--- src/rtl/rtc_access_pkg.sv ---
package rtc_access_pkg;

  localparam logic [7:0] CMD_CBURST_WR = 8'h00;
  localparam logic [7:0] CMD_CBURST_RD = 8'h01;
  localparam logic [7:0] CMD_REG_BASE  = 8'h02;
  localparam logic [7:0] CMD_STATUS_RD = 8'h13;
  localparam logic [7:0] CMD_RAM_BASE  = 8'h3E;
  localparam logic [7:0] CMD_RBURST_WR = 8'hFE;
  localparam logic [7:0] CMD_RBURST_RD = 8'hFF;
  localparam int         WP_BIT        = 7;

  typedef enum logic [3:0] {
    OP_NONE,
    OP_REG_WR,
    OP_REG_RD,
    OP_STAT_RD,
    OP_CBURST_WR,
    OP_CBURST_RD,
    OP_RAM_WR,
    OP_RAM_RD,
    OP_RBURST_WR,
    OP_RBURST_RD
  } op_t;

  // Slot addressed by a paired write/read command within a range.
  function automatic logic [7:0] slot_of(input logic [7:0] cmd, input logic [7:0] base);
    return (cmd - base) >> 1;
  endfunction

  function automatic logic [7:0] status_byte(input logic xf, input logic dv,
                                             input logic bl, input logic al);
    return {xf, dv, bl, al, 4'b0000};
  endfunction

endpackage

--- src/rtl/rtc_cmd_decode.sv ---
module rtc_cmd_decode
  import rtc_access_pkg::*;
#(
  parameter int CLK_REGS  = 8,
  parameter int RAM_DEPTH = 96,
  parameter int IDX_W     = 7
) (
  input  logic [7:0]       cmd,
  output op_t              op,
  output logic [IDX_W-1:0] idx
);
  localparam int REG_LAST = int'(CMD_REG_BASE) + 2 * CLK_REGS - 1;
  localparam int RAM_LAST = int'(CMD_RAM_BASE) + 2 * RAM_DEPTH - 1;

  always_comb begin
    op  = OP_NONE;
    idx = '0;
    if (cmd == CMD_CBURST_WR) begin
      op = OP_CBURST_WR;
    end else if (cmd == CMD_CBURST_RD) begin
      op = OP_CBURST_RD;
    end else if (cmd == CMD_STATUS_RD) begin
      op = OP_STAT_RD;
    end else if (cmd == CMD_RBURST_WR) begin
      op = OP_RBURST_WR;
    end else if (cmd == CMD_RBURST_RD) begin
      op = OP_RBURST_RD;
    end else if (int'(cmd) >= int'(CMD_REG_BASE) && int'(cmd) <= REG_LAST) begin
      op  = cmd[0] ? OP_REG_RD : OP_REG_WR;
      idx = IDX_W'(slot_of(cmd, CMD_REG_BASE));
    end else if (int'(cmd) >= int'(CMD_RAM_BASE) && int'(cmd) <= RAM_LAST) begin
      op  = cmd[0] ? OP_RAM_RD : OP_RAM_WR;
      idx = IDX_W'(slot_of(cmd, CMD_RAM_BASE));
    end
  end

endmodule

--- src/rtl/rtc_clock_bank.sv ---
module rtc_clock_bank #(
  parameter int CLK_REGS = 8,
  parameter int CIDX_W   = 3
) (
  input  logic                     clk,
  input  logic                     rst_n,
  input  logic                     wr_en,
  input  logic [CIDX_W-1:0]        wr_idx,
  input  logic [7:0]               wr_data,
  input  logic                     stg_en,
  input  logic [CIDX_W-1:0]        stg_idx,
  input  logic [7:0]               stg_data,
  input  logic                     commit,
  output logic [CLK_REGS-1:0][7:0] regs
);
  localparam int STG_N = CLK_REGS - 1;

  logic [7:0] stage [STG_N];

  // Staging slots for all but the last burst byte, which commits directly.
  for (genvar g = 0; g < STG_N; g++) begin : g_stage
    always_ff @(posedge clk) begin
      if (!rst_n) begin
        stage[g] <= '0;
      end else if (stg_en && stg_idx == CIDX_W'(g)) begin
        stage[g] <= stg_data;
      end
    end
  end

  always_ff @(posedge clk) begin
    if (!rst_n) begin
      regs <= '0;
    end else if (commit) begin
      for (int i = 0; i < STG_N; i++) begin
        regs[i] <= stage[i];
      end
      regs[CLK_REGS-1] <= stg_data;
    end else if (wr_en) begin
      regs[wr_idx] <= wr_data;
    end
  end

endmodule

--- src/rtl/rtc_scratch_ram.sv ---
module rtc_scratch_ram #(
  parameter int DEPTH = 96,
  parameter int AW    = 7
) (
  input  logic          clk,
  input  logic          rst_n,
  input  logic          wr_en,
  input  logic [AW-1:0] wr_addr,
  input  logic [7:0]    wr_data,
  input  logic [AW-1:0] rd_addr,
  output logic [7:0]    rd_data
);
  logic [7:0] mem [DEPTH];

  always_ff @(posedge clk) begin
    if (!rst_n) begin
      for (int i = 0; i < DEPTH; i++) begin
        mem[i] <= '0;
      end
    end else if (wr_en && int'(wr_addr) < DEPTH) begin
      mem[wr_addr] <= wr_data;
    end
  end

  assign rd_data = (int'(rd_addr) < DEPTH) ? mem[rd_addr] : 8'h00;

endmodule

--- src/rtl/rtc_cmd_access.sv ---
module rtc_cmd_access
  import rtc_access_pkg::*;
#(
  parameter int NUM_TIME_REGS = 7,
  parameter int RAM_DEPTH     = 96
) (
  input  logic       clk,
  input  logic       rst_n,
  input  logic       byte_valid,
  input  logic [7:0] byte_data,
  input  logic       xfer_end,
  input  logic       rd_req,
  input  logic       xtal_fail_i,
  input  logic       data_valid_i,
  input  logic       batt_low_i,
  input  logic       alarm_i,
  output logic [7:0] rd_data
);
  localparam int CLK_REGS = NUM_TIME_REGS + 1;
  localparam int CTRL_IDX = NUM_TIME_REGS;
  localparam int CIDX_W   = $clog2(CLK_REGS);
  localparam int IDX_W    = $clog2(RAM_DEPTH);
  localparam int PTR_W    = $clog2(RAM_DEPTH + 1);

  // Transaction state
  logic             active_q;
  op_t              op_q;
  logic [IDX_W-1:0] idx_q;
  logic [PTR_W-1:0] ptr_q;
  logic             wp_lat_q;

  // Decoder outputs
  op_t              dec_op;
  logic [IDX_W-1:0] dec_idx;

  // Named events
  logic cmd_accept, data_byte, wp_now;
  logic reg_wr_fire, stg_en, burst_commit, ram_wr_fire;
  logic ptr_step, is_wr_op, is_burst_rd, rd_is_status;
  logic [PTR_W-1:0] ptr_lim;

  logic [CLK_REGS-1:0][7:0]       clk_regs;
  logic [8*NUM_TIME_REGS-1:0]     time_regs_flat;
  logic [IDX_W-1:0]               ram_wr_addr, ram_rd_addr;
  logic [7:0]                     ram_rd_byte, rd_next;

  rtc_cmd_decode #(
    .CLK_REGS (CLK_REGS),
    .RAM_DEPTH(RAM_DEPTH),
    .IDX_W    (IDX_W)
  ) u_decode (
    .cmd(byte_data),
    .op (dec_op),
    .idx(dec_idx)
  );

  assign cmd_accept     = byte_valid && !active_q && !xfer_end;
  assign data_byte      = byte_valid && active_q && !xfer_end;
  assign wp_now         = clk_regs[CTRL_IDX][WP_BIT];
  assign time_regs_flat = clk_regs[CTRL_IDX-1:0];
  assign rd_is_status   = active_q && op_q == OP_STAT_RD;

  assign is_wr_op    = op_q inside {OP_REG_WR, OP_RAM_WR, OP_CBURST_WR, OP_RBURST_WR};
  assign is_burst_rd = op_q inside {OP_CBURST_RD, OP_RBURST_RD};

  always_comb begin
    case (op_q)
      OP_REG_WR, OP_RAM_WR:       ptr_lim = PTR_W'(1);
      OP_CBURST_WR, OP_CBURST_RD: ptr_lim = PTR_W'(CLK_REGS);
      OP_RBURST_WR, OP_RBURST_RD: ptr_lim = PTR_W'(RAM_DEPTH);
      default:                    ptr_lim = '0;
    endcase
  end

  assign ptr_step = ((data_byte && is_wr_op) || (rd_req && active_q && is_burst_rd))
                    && (ptr_q < ptr_lim);

  // Single register write: first data byte only, control always reachable
  assign reg_wr_fire = data_byte && op_q == OP_REG_WR && ptr_q == '0
                       && (!wp_now || int'(idx_q) == CTRL_IDX);

  // Clock burst: stage bytes 0..CTRL_IDX-1, commit on the last one
  assign stg_en       = data_byte && op_q == OP_CBURST_WR && int'(ptr_q) < CTRL_IDX;
  assign burst_commit = data_byte && op_q == OP_CBURST_WR && int'(ptr_q) == CTRL_IDX
                        && !wp_lat_q;

  // RAM writes, single and burst
  assign ram_wr_fire = data_byte && !wp_now &&
                       ((op_q == OP_RAM_WR && ptr_q == '0) ||
                        (op_q == OP_RBURST_WR && int'(ptr_q) < RAM_DEPTH));
  assign ram_wr_addr = (op_q == OP_RAM_WR) ? idx_q : ptr_q[IDX_W-1:0];
  assign ram_rd_addr = (op_q == OP_RAM_RD) ? idx_q : ptr_q[IDX_W-1:0];

  rtc_clock_bank #(
    .CLK_REGS(CLK_REGS),
    .CIDX_W  (CIDX_W)
  ) u_bank (
    .clk     (clk),
    .rst_n   (rst_n),
    .wr_en   (reg_wr_fire),
    .wr_idx  (idx_q[CIDX_W-1:0]),
    .wr_data (byte_data),
    .stg_en  (stg_en),
    .stg_idx (ptr_q[CIDX_W-1:0]),
    .stg_data(byte_data),
    .commit  (burst_commit),
    .regs    (clk_regs)
  );

  rtc_scratch_ram #(
    .DEPTH(RAM_DEPTH),
    .AW   (IDX_W)
  ) u_ram (
    .clk    (clk),
    .rst_n  (rst_n),
    .wr_en  (ram_wr_fire),
    .wr_addr(ram_wr_addr),
    .wr_data(byte_data),
    .rd_addr(ram_rd_addr),
    .rd_data(ram_rd_byte)
  );

  // Next transmit byte
  always_comb begin
    rd_next = 8'h00;
    if (active_q) begin
      case (op_q)
        OP_REG_RD:    rd_next = clk_regs[idx_q[CIDX_W-1:0]];
        OP_STAT_RD:   rd_next = status_byte(xtal_fail_i, data_valid_i, batt_low_i, alarm_i);
        OP_CBURST_RD: if (int'(ptr_q) < CLK_REGS) rd_next = clk_regs[ptr_q[CIDX_W-1:0]];
        OP_RAM_RD:    rd_next = ram_rd_byte;
        OP_RBURST_RD: if (int'(ptr_q) < RAM_DEPTH) rd_next = ram_rd_byte;
        default:      rd_next = 8'h00;
      endcase
    end
  end

  always_ff @(posedge clk) begin
    if (!rst_n) begin
      rd_data <= 8'h00;
    end else if (rd_req) begin
      rd_data <= rd_next;
    end
  end

  // Transaction sequencer
  always_ff @(posedge clk) begin
    if (!rst_n) begin
      active_q <= 1'b0;
      op_q     <= OP_NONE;
      idx_q    <= '0;
      ptr_q    <= '0;
      wp_lat_q <= 1'b0;
    end else if (xfer_end) begin
      active_q <= 1'b0;
      op_q     <= OP_NONE;
      ptr_q    <= '0;
    end else if (cmd_accept) begin
      active_q <= 1'b1;
      op_q     <= dec_op;
      idx_q    <= dec_idx;
      ptr_q    <= '0;
      wp_lat_q <= wp_now;
    end else if (ptr_step) begin
      ptr_q <= ptr_q + PTR_W'(1);
    end
  end

endmodule

--- config.mk ---
export PLATFORM = sky130hd
export DESIGN_NAME = rtc_cmd_access
export DESIGN_NICKNAME = d
export VERILOG_FILES = /design/src/rtl/rtc_access_pkg.sv /design/src/rtl/rtc_cmd_decode.sv /design/src/rtl/rtc_clock_bank.sv /design/src/rtl/rtc_scratch_ram.sv /design/src/rtl/rtc_cmd_access.sv
export SDC_FILE = /design/constraint.sdc
export NUM_CORES = 2
export LEC_CHECK = 0
export CAP_MARGIN = 15
export CORE_MARGIN = 2
export CORE_UTILIZATION = 48
export CTS_CLUSTER_DIAMETER = 40
export DETAILED_ROUTE_END_ITERATION = 12
export PLACE_DENSITY = 0.69
export SLEW_MARGIN = 20
export SYNTH_ARGS = -nofsm -noshare
export SYNTH_HDL_FRONTEND = slang
export SYNTH_SLANG_ARGS = --single-unit
--- constraint.sdc ---
create_clock -name clk -period 10.5 [get_ports clk]
set_input_delay 2.1 -clock clk [delete_from_list [all_inputs] [get_ports clk]]
set_output_delay 2.1 -clock clk [all_outputs]
set_load 0.02 [all_outputs]
==> flow_summary.json <==
{
  "fin_area_um2": 49100,
  "core_um2": 90420,
  "startpoint": "xfer_end",
  "setup-violations-final": 0,
  "initialDrtViolationCount": 4369,
  "area_growth_syn_to_layout_pct": 11.75,
  "min_period_ns": 5.478,
  "dieArea_um2": 93970,
  "cap_violations": 0,
  "placed_area_um2": 44840,
  "clk_path_buf_depth": 3,
  "power_frac_seq": 0.477,
  "hold-path-cell-count": 2,
  "synthTopCellsByArea": "edfxtp_1 56%, and2_1 9.1%, mux4_2 5.6%, dfxtp_1 4.2%, nand2_1 3.8%",
  "end_kind": "flip-flop",
  "worst_setup_path_start_kind": "primary input",
  "critPathKind": "in -> reg",
  "fin_tns_setup_ns": 0,
  "synth_seq_cells": 916,
  "fin_nets": 3632,
  "firstDrtPassIters": 7,
  "slowest_delay_ns": 1.01,
  "rsz0062_at_grt": "no",
  "yosys.area.top_type": "edfxtp_1",
  "synth_common_cells": "824 x edfxtp_1, 638 x and2_1, 445 x nand2_1",
  "vias": 30700,
  "grt_util_all_layers": 0.2698,
  "cts_buffers": 119,
  "switchingPower_mw": 1.884,
  "irDropWorstVdd_uv": 136.5,
  "ant_nets": 0,
  "yosys.area.top_type_share": 0.5632,
  "combPwrFrac": 0.030,
  "gp_congestion": 0.9492,
  "start_util": 0.4859,
  "worst-endpoint-arrival_ns": 5.80,
  "cts_tree": "done",
  "seq_area_frac_synth": 0.6051,
  "status": "finished, final reports clean",
  "drc": 0,
  "drive_gt1_frac": 0.1151,
  "synth_top_flop_cell": "edfxtp_1",
  "layout_worst_path_cycle_share": 0.5217,
  "fmax_mhz": 182.6,
  "ctsResizeCount": 0,
  "cp_slowest_cell": "a21oi_1",
  "intPower_mw": 6.763,
  "nFillCells": 7350,
  "core.rowCount": 110,
  "r2r_start": "op_q[0]",
  "pwr-share-clk": 0.493,
  "grt_overflow_total": 0,
  "synth_area_um2": 43940,
  "powerDensity_nw_per_um2": 176.1,
  "grt_pass1_vias": 29680,
  "ys_async_sr_fraction": 0,
  "maxSlewHeadroom": 0.2476,
  "finalMaxSlewViolations": 0,
  "grt_max_degree": 114,
  "clk_pin_slew_worst_paths_ns": 0.06,
  "antenna_found_initial": 2,
  "synth_edf_count": 824,
  "hold_start": "wp_lat_q",
  "reg2reg_depth": 10,
  "hpwl_um": 75850,
  "grt_pass1_wl_um": 189500,
  "synth.most_common_cell": "edfxtp_1",
  "ys_warn_count": 0,
  "wirelength_um": 127800,
  "hold_path.class": "reg -> reg",
  "syn_inst": 3737,
  "cts_setup_buffers": 0,
  "pin_count": 25,
  "clock_latency_ns": 0.70,
  "syn_nets": 3764,
  "worstPathRequired_ns": 10.82,
  "port_buffers": 24,
  "viasPerCell": 6.283,
  "htree_levels": 3,
  "hold_violations": 0,
  "path_cells": "clkdlybuf4s50_1 > and3b_1 > nand4b_1 > a21oi_1 > nand2_1 > buf_4 > o21ai_0",
  "cts_hold_buf": 0,
  "p_sw_frac": 0.2179,
  "clkSinkCount": 916,
  "die_h_um": 306.6,
  "clock_skew_ns": 0.03131,
  "drt-wirelength-per-cell_um": 26.16,
  "avgSynthCellArea_um2": 11.76,
  "cts_root_buffer": "clkbuf_16",
  "worstMarginPinSlew_ns": 1.117,
  "cp_max_fo": 32,
  "ys_types": 74,
  "leakagePower_nw": 16.89,
  "die_width_um": 306.6
}
[final timing paths]
check / slack [ns] / to
setup / recovery: 5.02 / u_ram.mem[49][7]
hold / removal: 0.47 / wp_lat_q
setup reg to reg: 5.51 / rd_data[1]
hold reg to reg: 0.47 / wp_lat_q
[worst max-delay path, delay by kind of cell]
kind | cells | cell delay, ns
buffers and inverters | 2 | 0.77
AND/OR/NAND/NOR | 3 | 0.98
AO/OA/AOI/OAI | 2 | 1.91
[cell type report]
| cell class | count | area, µm² | area share |
|---|---|---|---|
| Clock buffer | 145 | 3157 | 0.06430 |
| Inverter | 9 | 43.79 | 0.0008919 |
| Timing Repair Buffer | 88 | 748.2 | 0.01524 |
| Clock inverter | 80 | 1059 | 0.02156 |
| Multi-Input combinational cell | 2471 | 16030 | 0.3265 |
| Antenna cell | 1 | 2.502 | 0.00005097 |
| Tap cell | 1176 | 1471 | 0.02997 |
| Sequential cell | 916 | 26590 | 0.5415 |
[logic make-up (layout without fill, tap and decap cells)]
kind of cell               Yosys count  after routing  synth area share
buffers and inverters              350            322           0.03303
muxes                              238            238           0.08580
other                                0              1                 0
xor gates and xnor gates            10             10          0.001993
adders and majority gates           10             10          0.002848
DFF                                916            916            0.6051
and+or+nand+nor                   1796           1796            0.2093
AOI/OAI and AO/OA                  417            417           0.06191
[sequential cells by signal (all words and copies together) (netlist names)]
register	cells
idx_q	7
wp_lat_q	1
u_bank.regs	64
rd_data	8
op_q	4
u_bank.stage	56
active_q	1
ptr_q	7
u_ram.mem	768
[power groups by stage]
stage / clock, mW / combinational [mW] / sequential, mW
final: 4.26 / 0.258 / 4.12
after CTS: 4.28 / 0.253 / 4.12
after floorplan: 0 / 0.159 / 4.17
after global routing: 4.43 / 0.272 / 4.13
after detailed placement: 0 / 0.252 / 4.20
after global placement: 0 / 0.248 / 4.19
[stage by stage]
step	setup WS (ns)	utilization	hold slack (ns)	std cells	total power [mW]
finish	5.022	0.5430	0.4693	4886	8.647
global route	4.903	0.5430	0.4976	4885	8.834
CTS	5.152	0.5425	0.4690	4884	8.653
detailed placement	4.425	0.4959	0.4624	4659	4.449
global placement	4.350	0.4959	0.4647	4659	4.442
floorplan	6.186	-	0.4311	3737	4.332
[layout by cell type, fill, tap and decap left out, drive strengths merged, types with 109 or more instances in the layout]
cell	synthesis	final
mux2i	116	116
nor3	202	202
edfxtp	824	824
nor2	231	231
o21ai	131	131
and2	638	638
clkbuf	246	145
nand3	172	172
nand2	445	445
mux4	109	109
[layer usage]
metal	share of wire	up-vias	track usage
met3	0.10	328	0.05410
li1	-	13360	-
met2	0.47	1736	0.4292
met4	0.042	2	0.1133
met5	0.00012	-	0
met1	0.38	15280	0.3630
No activity file was read; power rests on OpenSTA's default activity.
